**config.mk**
```make
export PLATFORM = sky130hd
export DESIGN_NAME = alsu_top
export DESIGN_NICKNAME = d
export VERILOG_FILES = /design/src/rtl/alsu_pkg.sv /design/src/rtl/alsu_arith.sv /design/src/rtl/alsu_logic.sv /design/src/rtl/alsu_shift.sv /design/src/rtl/alsu_top.sv
export SDC_FILE = /design/constraint.sdc
export NUM_CORES = 1
export LEC_CHECK = 0
export BUFFER_PORTS_ARGS = -buffer_cell sky130_fd_sc_hd__buf_2
export CORE_ASPECT_RATIO = 1.4
export CORE_MARGIN = 2
export CORE_UTILIZATION = 25
export CTS_CLUSTER_SIZE = 24
export DETAILED_ROUTE_END_ITERATION = 8
export SYNTH_ARGS = -nofsm -noshare
export SYNTH_HDL_FRONTEND = slang
export SYNTH_SLANG_ARGS = --single-unit
export TNS_END_PERCENT = 50
```
**constraint.sdc**
```tcl
create_clock -name clk -period 12.48 [get_ports clk]
set_input_delay 2.496 -clock clk [delete_from_list [all_inputs] [get_ports clk]]
set_output_delay 2.496 -clock clk [all_outputs]
set_load 0.005 [all_outputs]
```
**src/rtl/alsu_pkg.sv**
```systemverilog
// Package: shared encodings of the arithmetic logic shift unit.
// Assumes: group and operation selects are two bits wide.
package alsu_pkg;

    // Family picked by the upper select pair.
    typedef enum logic [1:0] {
        GRP_ARITH = 2'b00,
        GRP_LOGIC = 2'b01,
        GRP_SHR   = 2'b10,
        GRP_SHL   = 2'b11
    } alsu_grp_e;

    // Bitwise operation codes of the logic family.
    typedef enum logic [1:0] {
        LOG_AND = 2'b00,
        LOG_OR  = 2'b01,
        LOG_XOR = 2'b10,
        LOG_NOT = 2'b11
    } alsu_logic_e;

    // Fill-bit choice of the shift families.
    typedef enum logic [1:0] {
        SH_LOGICAL = 2'b00,
        SH_ROTATE  = 2'b01,
        SH_ARITH   = 2'b10,
        SH_CARRY   = 2'b11
    } alsu_shift_e;

endpackage

```
**src/rtl/alsu_arith.sv**
```systemverilog
// Module: alsu_arith
// Conditions operand B with gates and feeds it, with the carry input, to
// one ripple-carry adder. op[1] gates B to zero and op[0] inverts the gated
// value, giving B, ~B, all-zeros or all-ones.
// Assumes: WIDTH >= 2; purely combinational.
module alsu_arith #(
    parameter int WIDTH = 8
) (
    input  logic [WIDTH-1:0] a,
    input  logic [WIDTH-1:0] b,
    input  logic [1:0]       op,
    input  logic             cin,
    output logic [WIDTH-1:0] sum,
    output logic             cout,
    output logic             ovf
);
    localparam int MSB = WIDTH - 1;

    logic [WIDTH-1:0] b_cond;
    logic [WIDTH:0]   carry;

    // Carry input enters the chain at bit 0.
    assign carry[0] = cin;

    genvar i;
    generate
        for (i = 0; i < WIDTH; i++) begin : g_bit
            // Gate B, then invert it when op[0] is set.
            assign b_cond[i] = (b[i] & ~op[1]) ^ op[0];
            // One full-adder cell of the ripple chain.
            assign sum[i]     = a[i] ^ b_cond[i] ^ carry[i];
            assign carry[i+1] = (a[i] & b_cond[i]) | (carry[i] & (a[i] ^ b_cond[i]));
        end
    endgenerate

    // Unsigned carry and signed overflow taken from the top of the chain.
    assign cout = carry[WIDTH];
    assign ovf  = carry[WIDTH] ^ carry[MSB];

endmodule

```
**src/rtl/alsu_logic.sv**
```systemverilog
// Module: alsu_logic
// Bitwise unit: AND, OR, XOR of the two operands, or the complement of A.
// The same cell is repeated for every bit.
// Assumes: purely combinational; B acts as a mask for selective operations.
module alsu_logic #(
    parameter int WIDTH = 8
) (
    input  logic [WIDTH-1:0] a,
    input  logic [WIDTH-1:0] b,
    input  logic [1:0]       op,
    output logic [WIDTH-1:0] res
);
    import alsu_pkg::*;

    genvar i;
    generate
        for (i = 0; i < WIDTH; i++) begin : g_cell
            // Per-bit four-way operation chosen by op.
            always_comb begin
                unique case (alsu_logic_e'(op))
                    LOG_AND: res[i] = a[i] & b[i];
                    LOG_OR:  res[i] = a[i] | b[i];
                    LOG_XOR: res[i] = a[i] ^ b[i];
                    default: res[i] = ~a[i];
                endcase
            end
        end
    endgenerate

endmodule

```
**src/rtl/alsu_shift.sv**
```systemverilog
// Module: alsu_shift
// Shifts one position. SHIFT_LEFT picks the direction at elaboration.
// op chooses the bit that fills the vacated end. The bit pushed out is
// reported as cout. Overflow exists only for the arithmetic left shift.
// Assumes: WIDTH >= 2; purely combinational.
module alsu_shift #(
    parameter int WIDTH      = 8,
    parameter bit SHIFT_LEFT = 1'b0
) (
    input  logic [WIDTH-1:0] a,
    input  logic [1:0]       op,
    input  logic             cin,
    output logic [WIDTH-1:0] res,
    output logic             cout,
    output logic             ovf
);
    import alsu_pkg::*;

    localparam int MSB = WIDTH - 1;

    logic fill;

    generate
        if (SHIFT_LEFT) begin : g_left
            // Fill bit entering the LSB.
            always_comb begin
                unique case (alsu_shift_e'(op))
                    SH_ROTATE: fill = a[MSB];
                    SH_CARRY:  fill = cin;
                    default:   fill = 1'b0;
                endcase
            end
            assign res  = {a[MSB-1:0], fill};
            assign cout = a[MSB];
            assign ovf  = (alsu_shift_e'(op) == SH_ARITH) & (a[MSB] ^ a[MSB-1]);
        end else begin : g_right
            // Fill bit entering the MSB.
            always_comb begin
                unique case (alsu_shift_e'(op))
                    SH_ROTATE: fill = a[0];
                    SH_ARITH:  fill = a[MSB];
                    SH_CARRY:  fill = cin;
                    default:   fill = 1'b0;
                endcase
            end
            assign res  = {fill, a[MSB:1]};
            assign cout = a[0];
            assign ovf  = 1'b0;
        end
    endgenerate

endmodule

```
**src/rtl/alsu_top.sv**
```systemverilog
// Module: alsu_top
// Arithmetic logic shift unit. Four combinational units work in parallel,
// the group select steers one of them, and the result with its flags is
// registered, so every microoperation takes exactly one clock.
// Assumes: synchronous active-low reset; WIDTH >= 2.
module alsu_top #(
    parameter int WIDTH = 8
) (
    input  logic             clk,
    input  logic             rst_n,
    input  logic [WIDTH-1:0] a_in,
    input  logic [WIDTH-1:0] b_in,
    input  logic [1:0]       grp_sel,
    input  logic [1:0]       op_sel,
    input  logic             c_in,
    output logic [WIDTH-1:0] f_out,
    output logic             c_out,
    output logic             v_out
);
    import alsu_pkg::*;

    localparam int MSB = WIDTH - 1;

    logic [WIDTH-1:0] ar_res, lg_res, sr_res, sl_res, nxt_res;
    logic             ar_c, ar_v, sr_c, sr_v, sl_c, sl_v, nxt_c, nxt_v;

    alsu_arith #(.WIDTH(WIDTH)) u_arith (
        .a(a_in), .b(b_in), .op(op_sel), .cin(c_in),
        .sum(ar_res), .cout(ar_c), .ovf(ar_v)
    );

    alsu_logic #(.WIDTH(WIDTH)) u_logic (
        .a(a_in), .b(b_in), .op(op_sel), .res(lg_res)
    );

    alsu_shift #(.WIDTH(WIDTH), .SHIFT_LEFT(1'b0)) u_shr (
        .a(a_in), .op(op_sel), .cin(c_in),
        .res(sr_res), .cout(sr_c), .ovf(sr_v)
    );

    alsu_shift #(.WIDTH(WIDTH), .SHIFT_LEFT(1'b1)) u_shl (
        .a(a_in), .op(op_sel), .cin(c_in),
        .res(sl_res), .cout(sl_c), .ovf(sl_v)
    );

    // Steer the selected family's result and flags to the register.
    always_comb begin
        unique case (alsu_grp_e'(grp_sel))
            GRP_ARITH: begin nxt_res = ar_res; nxt_c = ar_c; nxt_v = ar_v; end
            GRP_LOGIC: begin nxt_res = lg_res; nxt_c = 1'b0; nxt_v = 1'b0; end
            GRP_SHR:   begin nxt_res = sr_res; nxt_c = sr_c; nxt_v = sr_v; end
            default:   begin nxt_res = sl_res; nxt_c = sl_c; nxt_v = sl_v; end
        endcase
    end

    // Capture the result in one clock; clear on synchronous reset.
    always_ff @(posedge clk) begin
        if (!rst_n) begin
            f_out <= '0;
            c_out <= 1'b0;
            v_out <= 1'b0;
        end else begin
            f_out <= nxt_res;
            c_out <= nxt_c;
            v_out <= nxt_v;
        end
    end


    reset_clear_chk: assert property (@(posedge clk)
        !rst_n |=> (f_out == '0 && !c_out && !v_out));


    xfer_pass_chk: assert property (@(posedge clk) disable iff (!rst_n)
        (grp_sel == 2'b00 && op_sel == 2'b10 && !c_in)
        |=> (f_out == $past(a_in) && !c_out && !v_out));


    sub_borrow_chk: assert property (@(posedge clk) disable iff (!rst_n)
        (grp_sel == 2'b00 && op_sel == 2'b01 && c_in)
        |=> (c_out == ($past(a_in) >= $past(b_in))));


    logic_flags_chk: assert property (@(posedge clk) disable iff (!rst_n)
        (grp_sel == 2'b01) |=> (!c_out && !v_out));


    asr_sign_chk: assert property (@(posedge clk) disable iff (!rst_n)
        (grp_sel == 2'b10 && op_sel == 2'b10)
        |=> (f_out[MSB] == $past(a_in[MSB]) && !v_out));


    shl_carry_chk: assert property (@(posedge clk) disable iff (!rst_n)
        (grp_sel == 2'b11) |=> (c_out == $past(a_in[MSB])));


    shl_ovf_only_arith_chk: assert property (@(posedge clk) disable iff (!rst_n)
        (grp_sel == 2'b11 && op_sel != 2'b10) |=> !v_out);

endmodule

```
# Yosys cells after proc, flatten, opt, wreduce, memory -nomap -nowiden

Cells that the tools add are included.

Logic and storage cells: 116
Register bits after elaboration: 10
Input port bits: 23
Output and inout port bits: 10

Equal/unequal tests: 5
Bitwise logic cells: 92
Mux-type cells: 13
Reductions and logical operators: 3

Operators with widths:

| operator                                            | count |
|---|---|
| XOR 1 bit                                           | 34 |
| bitwise AND 1 bit                                   | 33 |
| case mux 1 bit (3 select lines)                     | 10 |
| case mux 8 bit (3 select lines)                     | 1 |
| bitwise OR 1 bit                                    | 16 |
| inverter 1 bit                                      | 9 |
| equality test 2 bit, second input constant          | 3 |
| equality test 2 x 1 -> 1 bit, second input constant | 2 |
| logical NOT 2 bit                                   | 2 |
| case mux 1 bit (2 select lines)                     | 2 |
| OR reduction 2 bit                                  | 1 |

# Longest topological paths before layout

Depth after elaboration: 22
Depth in mapped cells: 19
Gate-level depth less buffers: 19

# By module

From an unflattened synthesis, not the netlist that was laid out.

Cell total of the unflattened synthesis: 162
Area, all modules: 1569.0 µm²

By module, submodules not included:

| module             | area an instance (µm²) | cells an instance | sequential area each (µm²) | times used |
|---|---|---|---|---|
| alsu_top           | 521.8                  | 45                | 200.2                      | 1 |
| alsu_logic         | 493.0                  | 50                | 0.0                        | 1 |
| alsu_arith         | 346.6                  | 40                | 0.0                        | 1 |
| alsu_shift (u_shl) | 105.1                  | 13                | 0.0                        | 1 |
| alsu_shift (u_shr) | 102.6                  | 14                | 0.0                        | 1 |

# Least setup slack after synthesis

OpenSTA, ideal clock, no wires.

Kind: in2reg
Start: input op_sel[0]
End: register c_out
Library setup time: 116 ps
Stages on the path: 19
Buffers on the path: 2
Arrival: 5949 ps
Slack: 6416 ps
Data required time: 12364 ps
Cells stage by stage: buf_2 buf_2 xnor2_1 fa_1 fa_1 fa_1 inv_1 fa_1 inv_1 fa_1 inv_1 fa_1 fa_1 inv_1 fa_1 nand2b_1 a21oi_1 a31oi_1 nor2_1

Word-level cells in the longest chain between the ends: 19
Elaborated cells between the ends (all ways): 41
Classes of those cells: 1 x mux; 40 x bitwise

Ends and longest elaborated chain:

| what                                | line             | source |
|---|---|---|
| start, declared                     | alsu_top.sv:14   | `input logic [1:0] op_sel,` |
| XOR 1 bit                           | alsu_arith.sv:29 | `assign b_cond[i] = (b[i] & ~op[1]) ^ op[0];` |
| XOR 1 bit                           | alsu_arith.sv:32 | `assign carry[i+1] = (a[i] & b_cond[i]) \| (carry[i] & (a[i] ^ b_cond[i]));` |
| bitwise AND 1 bit                   | alsu_arith.sv:32 |  |
| bitwise OR 1 bit                    | alsu_arith.sv:32 |  |
| bitwise AND 1 bit                   | alsu_arith.sv:32 |  |
| bitwise OR 1 bit                    | alsu_arith.sv:32 |  |
| bitwise AND 1 bit                   | alsu_arith.sv:32 |  |
| bitwise OR 1 bit                    | alsu_arith.sv:32 |  |
| [... 3 more ...]                    | -                |  |
| bitwise OR 1 bit                    | alsu_arith.sv:32 |  |
| bitwise AND 1 bit                   | alsu_arith.sv:32 |  |
| bitwise OR 1 bit                    | alsu_arith.sv:32 |  |
| bitwise AND 1 bit                   | alsu_arith.sv:32 |  |
| bitwise OR 1 bit                    | alsu_arith.sv:32 |  |
| bitwise AND 1 bit                   | alsu_arith.sv:32 |  |
| bitwise OR 1 bit (*)                | alsu_arith.sv:32 |  |
| case mux 1 bit (3 select lines) (*) | alsu_top.sv:48   | `unique case (alsu_grp_e'(grp_sel))` |
| end signal, assigned                | alsu_top.sv:64   | `c_out <= nxt_c;` |
| end, declared                       | alsu_top.sv:17   | `output logic c_out,` |

Every way passes the cells marked *; elsewhere a longest branch is shown, timed or not.
A chain may end at the register's enable or synchronous reset.

# Worst setup path in the final report

Start: input op_sel[1]
End: register c_out

Word-level cells in the longest chain between the ends: 21
Elaborated cells between the ends (all ways): 50
Classes of those cells: 1 x mux; 49 x bitwise

Ends and longest elaborated chain:

| what                                | line |
|---|---|
| inverter 1 bit (*)                  | alsu_arith.sv:29 |
| bitwise AND 1 bit                   | alsu_arith.sv:29 |
| XOR 1 bit                           | alsu_arith.sv:29 |
| XOR 1 bit                           | alsu_arith.sv:32 |
| bitwise AND 1 bit                   | alsu_arith.sv:32 |
| bitwise OR 1 bit                    | alsu_arith.sv:32 |
| bitwise AND 1 bit                   | alsu_arith.sv:32 |
| bitwise OR 1 bit                    | alsu_arith.sv:32 |
| [... 5 more ...]                    | - |
| bitwise OR 1 bit                    | alsu_arith.sv:32 |
| bitwise AND 1 bit                   | alsu_arith.sv:32 |
| bitwise OR 1 bit                    | alsu_arith.sv:32 |
| bitwise AND 1 bit                   | alsu_arith.sv:32 |
| bitwise OR 1 bit                    | alsu_arith.sv:32 |
| bitwise AND 1 bit                   | alsu_arith.sv:32 |
| bitwise OR 1 bit (*)                | alsu_arith.sv:32 |
| case mux 1 bit (3 select lines) (*) | alsu_top.sv:48 |

Marked as above.

==> summary.txt <==
Run status
  – Run status: complete, no violations

Clock tree
  – Sink Count: 10
  – PostCTS Resize Cnt: 0
  – CTS Buffer Depth: 2
  – Post-CTS Setup Bufs: 0
  – Clk Tree Root Cell: clkbuf_8
  – H-tree depth: 1
  – Num CTS Buffers: 3
  – Worst-path clk slew: ~0.040 ns
  – CTS tree: done
  – CTS Hold Bufs: 0

Global route
  – Vias in the first global route: 1,067
  – GR peak layer: met2
  – Met2 usage: a little under a fifth
  – M1 GR Usage: a little over an eighth
  – Gr ovfl total: 0
  – First-pass GRT wire length: 4800 um
  – GRT Overall Usage: 10.3%
  – Largest net degree at the start of global routing: 22
  – Initial antenna violation count: 0
  – M3 GR Usage: 0.623%

Logic synthesis
  – Synthesized Nets: between 150 and 200
  – Count leader, synth: inv_1
  – Synth Cell Area: about 1300 um^2
  – Seq cells post-synth: 10
  – Post-synth EDFFs: 0
  – Main area contributors after synthesis: mux4_2 (16%), dfxtp_1 (15%), ha_1 (15%)
  – Synth top area share: about 16%
  – Unique masters post-synth: 24
  – Cell taking the most area after synthesis: mux4_2
  – Part of the Yosys area used for sequential elements: 15.3%
  – Warnings, synthesis: 0
  – Post-Syn Instances: approximately 150
  – Main synth FF type: dfxtp_1
  – Synthesized area per cell: approximately 9 um^2
  – Synth top cells by count: inv_1 (30), ha_1 (16), nand2_1 (16)
  – Ys async rst share: 0%

Drt
  – Post-DRT Antenna Nets: 0
  – Via count: 1,078
  – Total wire length: between 2000 and 3000 um
  – Initial drt markers: 36
  – Pre-antenna DRT Iters: 4
  – Post-route DRC: 0
  – Vias/cell: around 4.4
  – Routed WL per cell: around 11 um

Die
  – Die X: approximately 65 um
  – Initial Util: approximately a quarter
  – Die footprint: about 5800 um^2
  – Cell Rows: 31
  – Core ar.: around 5100 um^2
  – Die height: between 80 and 90 um
  – Number of I/O pins: 33

Timing
  – Final setup fails: 0
  – Final period util: about half
  – RSZ-0062 raised after global routing: no
  – Min Tclk post-route: 6.39 ns
  – Slew @ Worst Pin: ~0.53 ns
  – Final WS setup: 6.09 ns
  – Max Slew Vio Count: 0
  – F_max: 157 MHz
  – Max transition margin: between 60% and 70%
  – Final hold violation count: 0
  – Setup TNS: 0 ns

Hold path
  – Hold Path Depth: 2
  – Hold Path Class: in -> reg
  – Min-Delay Startpoint: rst_n
  – Hold Path Sink: f_out[2]

Cells and area
  – Synthesis-to-layout area growth: 20.5%
  – Antenna Cells: 0
  – Nets: between 200 and 250
  – Layout cell share with drive strength beyond 1: between 20% and 30%

Power and ir drop
  – Leakage: between 0.7 and 0.8 nW
  – Max IR drop VDD: slightly above 0.02 mV
  – PD cells: approximately 78 nW/um^2

Critical path
  – Startpoint Class: input pin
  – Slowest cell on the critical path: fa_1
  – WP data required: 12.60 ns
  – CP Max Fanout: 13
  – Critical Path Max Stage Delay: 0.40 ns
  – Type of the worst setup path: in -> reg
  – Cell repeated most along the worst path: fa_1
  – CP Capture Type: flop
  – Crit path DAT: around 6.5 ns
  – CP Cell Sequence: buf_2, clkinv_1, nand2_1, xnor2_1, fa_1, fa_1, fa_1, inv_1, fa_1, inv_1, fa_1, inv_1, fa_1, fa_1, inv_1, fa_1, nand2b_1, a21oi_1, a31oi_1, nor2_1

Run
  – Max cap viols: 0

Place
  – Pre-CTS setup slack: 5.82 ns
  – PortBufs: 32
  – GP Congestion: roughly 0.74
  – Dpl hpwl: 2350 um
[per-layer routing]
metal,vias to the layer above,share of wire (%)
li1,545,-
met1,496,44
met2,35,50
met3,2,5.1
met4,0,0.43
met5,-,0
[area by class of cell]
| cell class | instances | area (um^2) |
|---|---|---|
| flip-flops and latches | 10 | 200 |
| well taps | 66 | 82.6 |
| inverters | 32 | 120 |
| repair buffers | 32 | 160 |
| multi-input cells | 100 | 957 |
| fillers | 569 | 3540 |
| clock buffers | 4 | 55.1 |
[where the power goes]
group	total, mW	switching (mW)	internal, mW
Combinational	0.0487	0.0252	0.0235
Clock	0.0384	0.0108	0.0276
Sequential	0.0358	0.000546	0.0353
[worst max-delay path by stage]
stage,startpoint,endpoint,slack (ns),cells past startpoint
final,op_sel[1],c_out,6.09,20
after global routing,op_sel[1],c_out,5.71,20
after CTS,op_sel[1],c_out,6.07,20
after detailed placement,op_sel[1],c_out,5.82,20
after global placement,op_sel[1],c_out,5.94,20
after floorplan,op_sel[0],c_out,6.42,19
[worst max-delay path, delay by kind of cell]
family          cells  cell delay (ns)
fa+ha+maj           8             2.47
buf+inv             6             0.92
simple gates        3             0.31
compound gates      2             0.21
xor+xnor            1             0.09
[placed cells by master (no fill, tap or decap), drive strengths merged]
cell type,Yosys,layout
buf,3,32
inv,31,31
nand2,16,16
ha,16,16
nor2,10,10
xnor2,10,10
dfxtp,10,10
mux4,9,9
fa,8,8
o21ai,6,6
a31oi,6,6
a21oi,6,6
mux2i,4,4
clkbuf,4,4
nor4,2,2
clkinv,1,1
and2,1,1
mux2,1,1
o2111a,1,1
a211oi,1,1
nand2b,1,1
a21boi,1,1
a221oi,1,1
[flip-flops by register name (all words and copies together) (netlist names)]
name	count
f_out	8
c_out	1
v_out	1
[per-stage QoR]
| stage | cell area [um^2] | hold WS [ns] | cells | util (%) | total power [mW] |
|---|---|---|---|---|---|
| 2_1_floorplan | 1310 | 2.62 | 149 | - | 0.0697 |
| 3_3_place_gp | 1520 | 2.79 | 240 | 29.7 | 0.0853 |
| 3_5_place_dp | 1520 | 2.81 | 240 | 29.7 | 0.0855 |
| 4_1_cts | 1580 | 2.57 | 244 | 30.8 | 0.125 |
| 5_1_grt | 1580 | 2.56 | 244 | 30.8 | 0.134 |
| 6_report | 1580 | 2.57 | 244 | 30.8 | 0.123 |
[kinds of logic (layout without fill, tap and decap cells)]
kind of cell / Yosys count / after routing / synth area share, %
compound gates: 22 / 22 / 10.1
xor+xnor: 10 / 10 / 6.70
fa+ha+maj: 24 / 24 / 27.6
buf+inv: 39 / 68 / 11.5
flops: 10 / 10 / 15.3
mux: 14 / 14 / 19.4
simple gates: 30 / 30 / 9.38
Power figures use the tool's default switching activity.
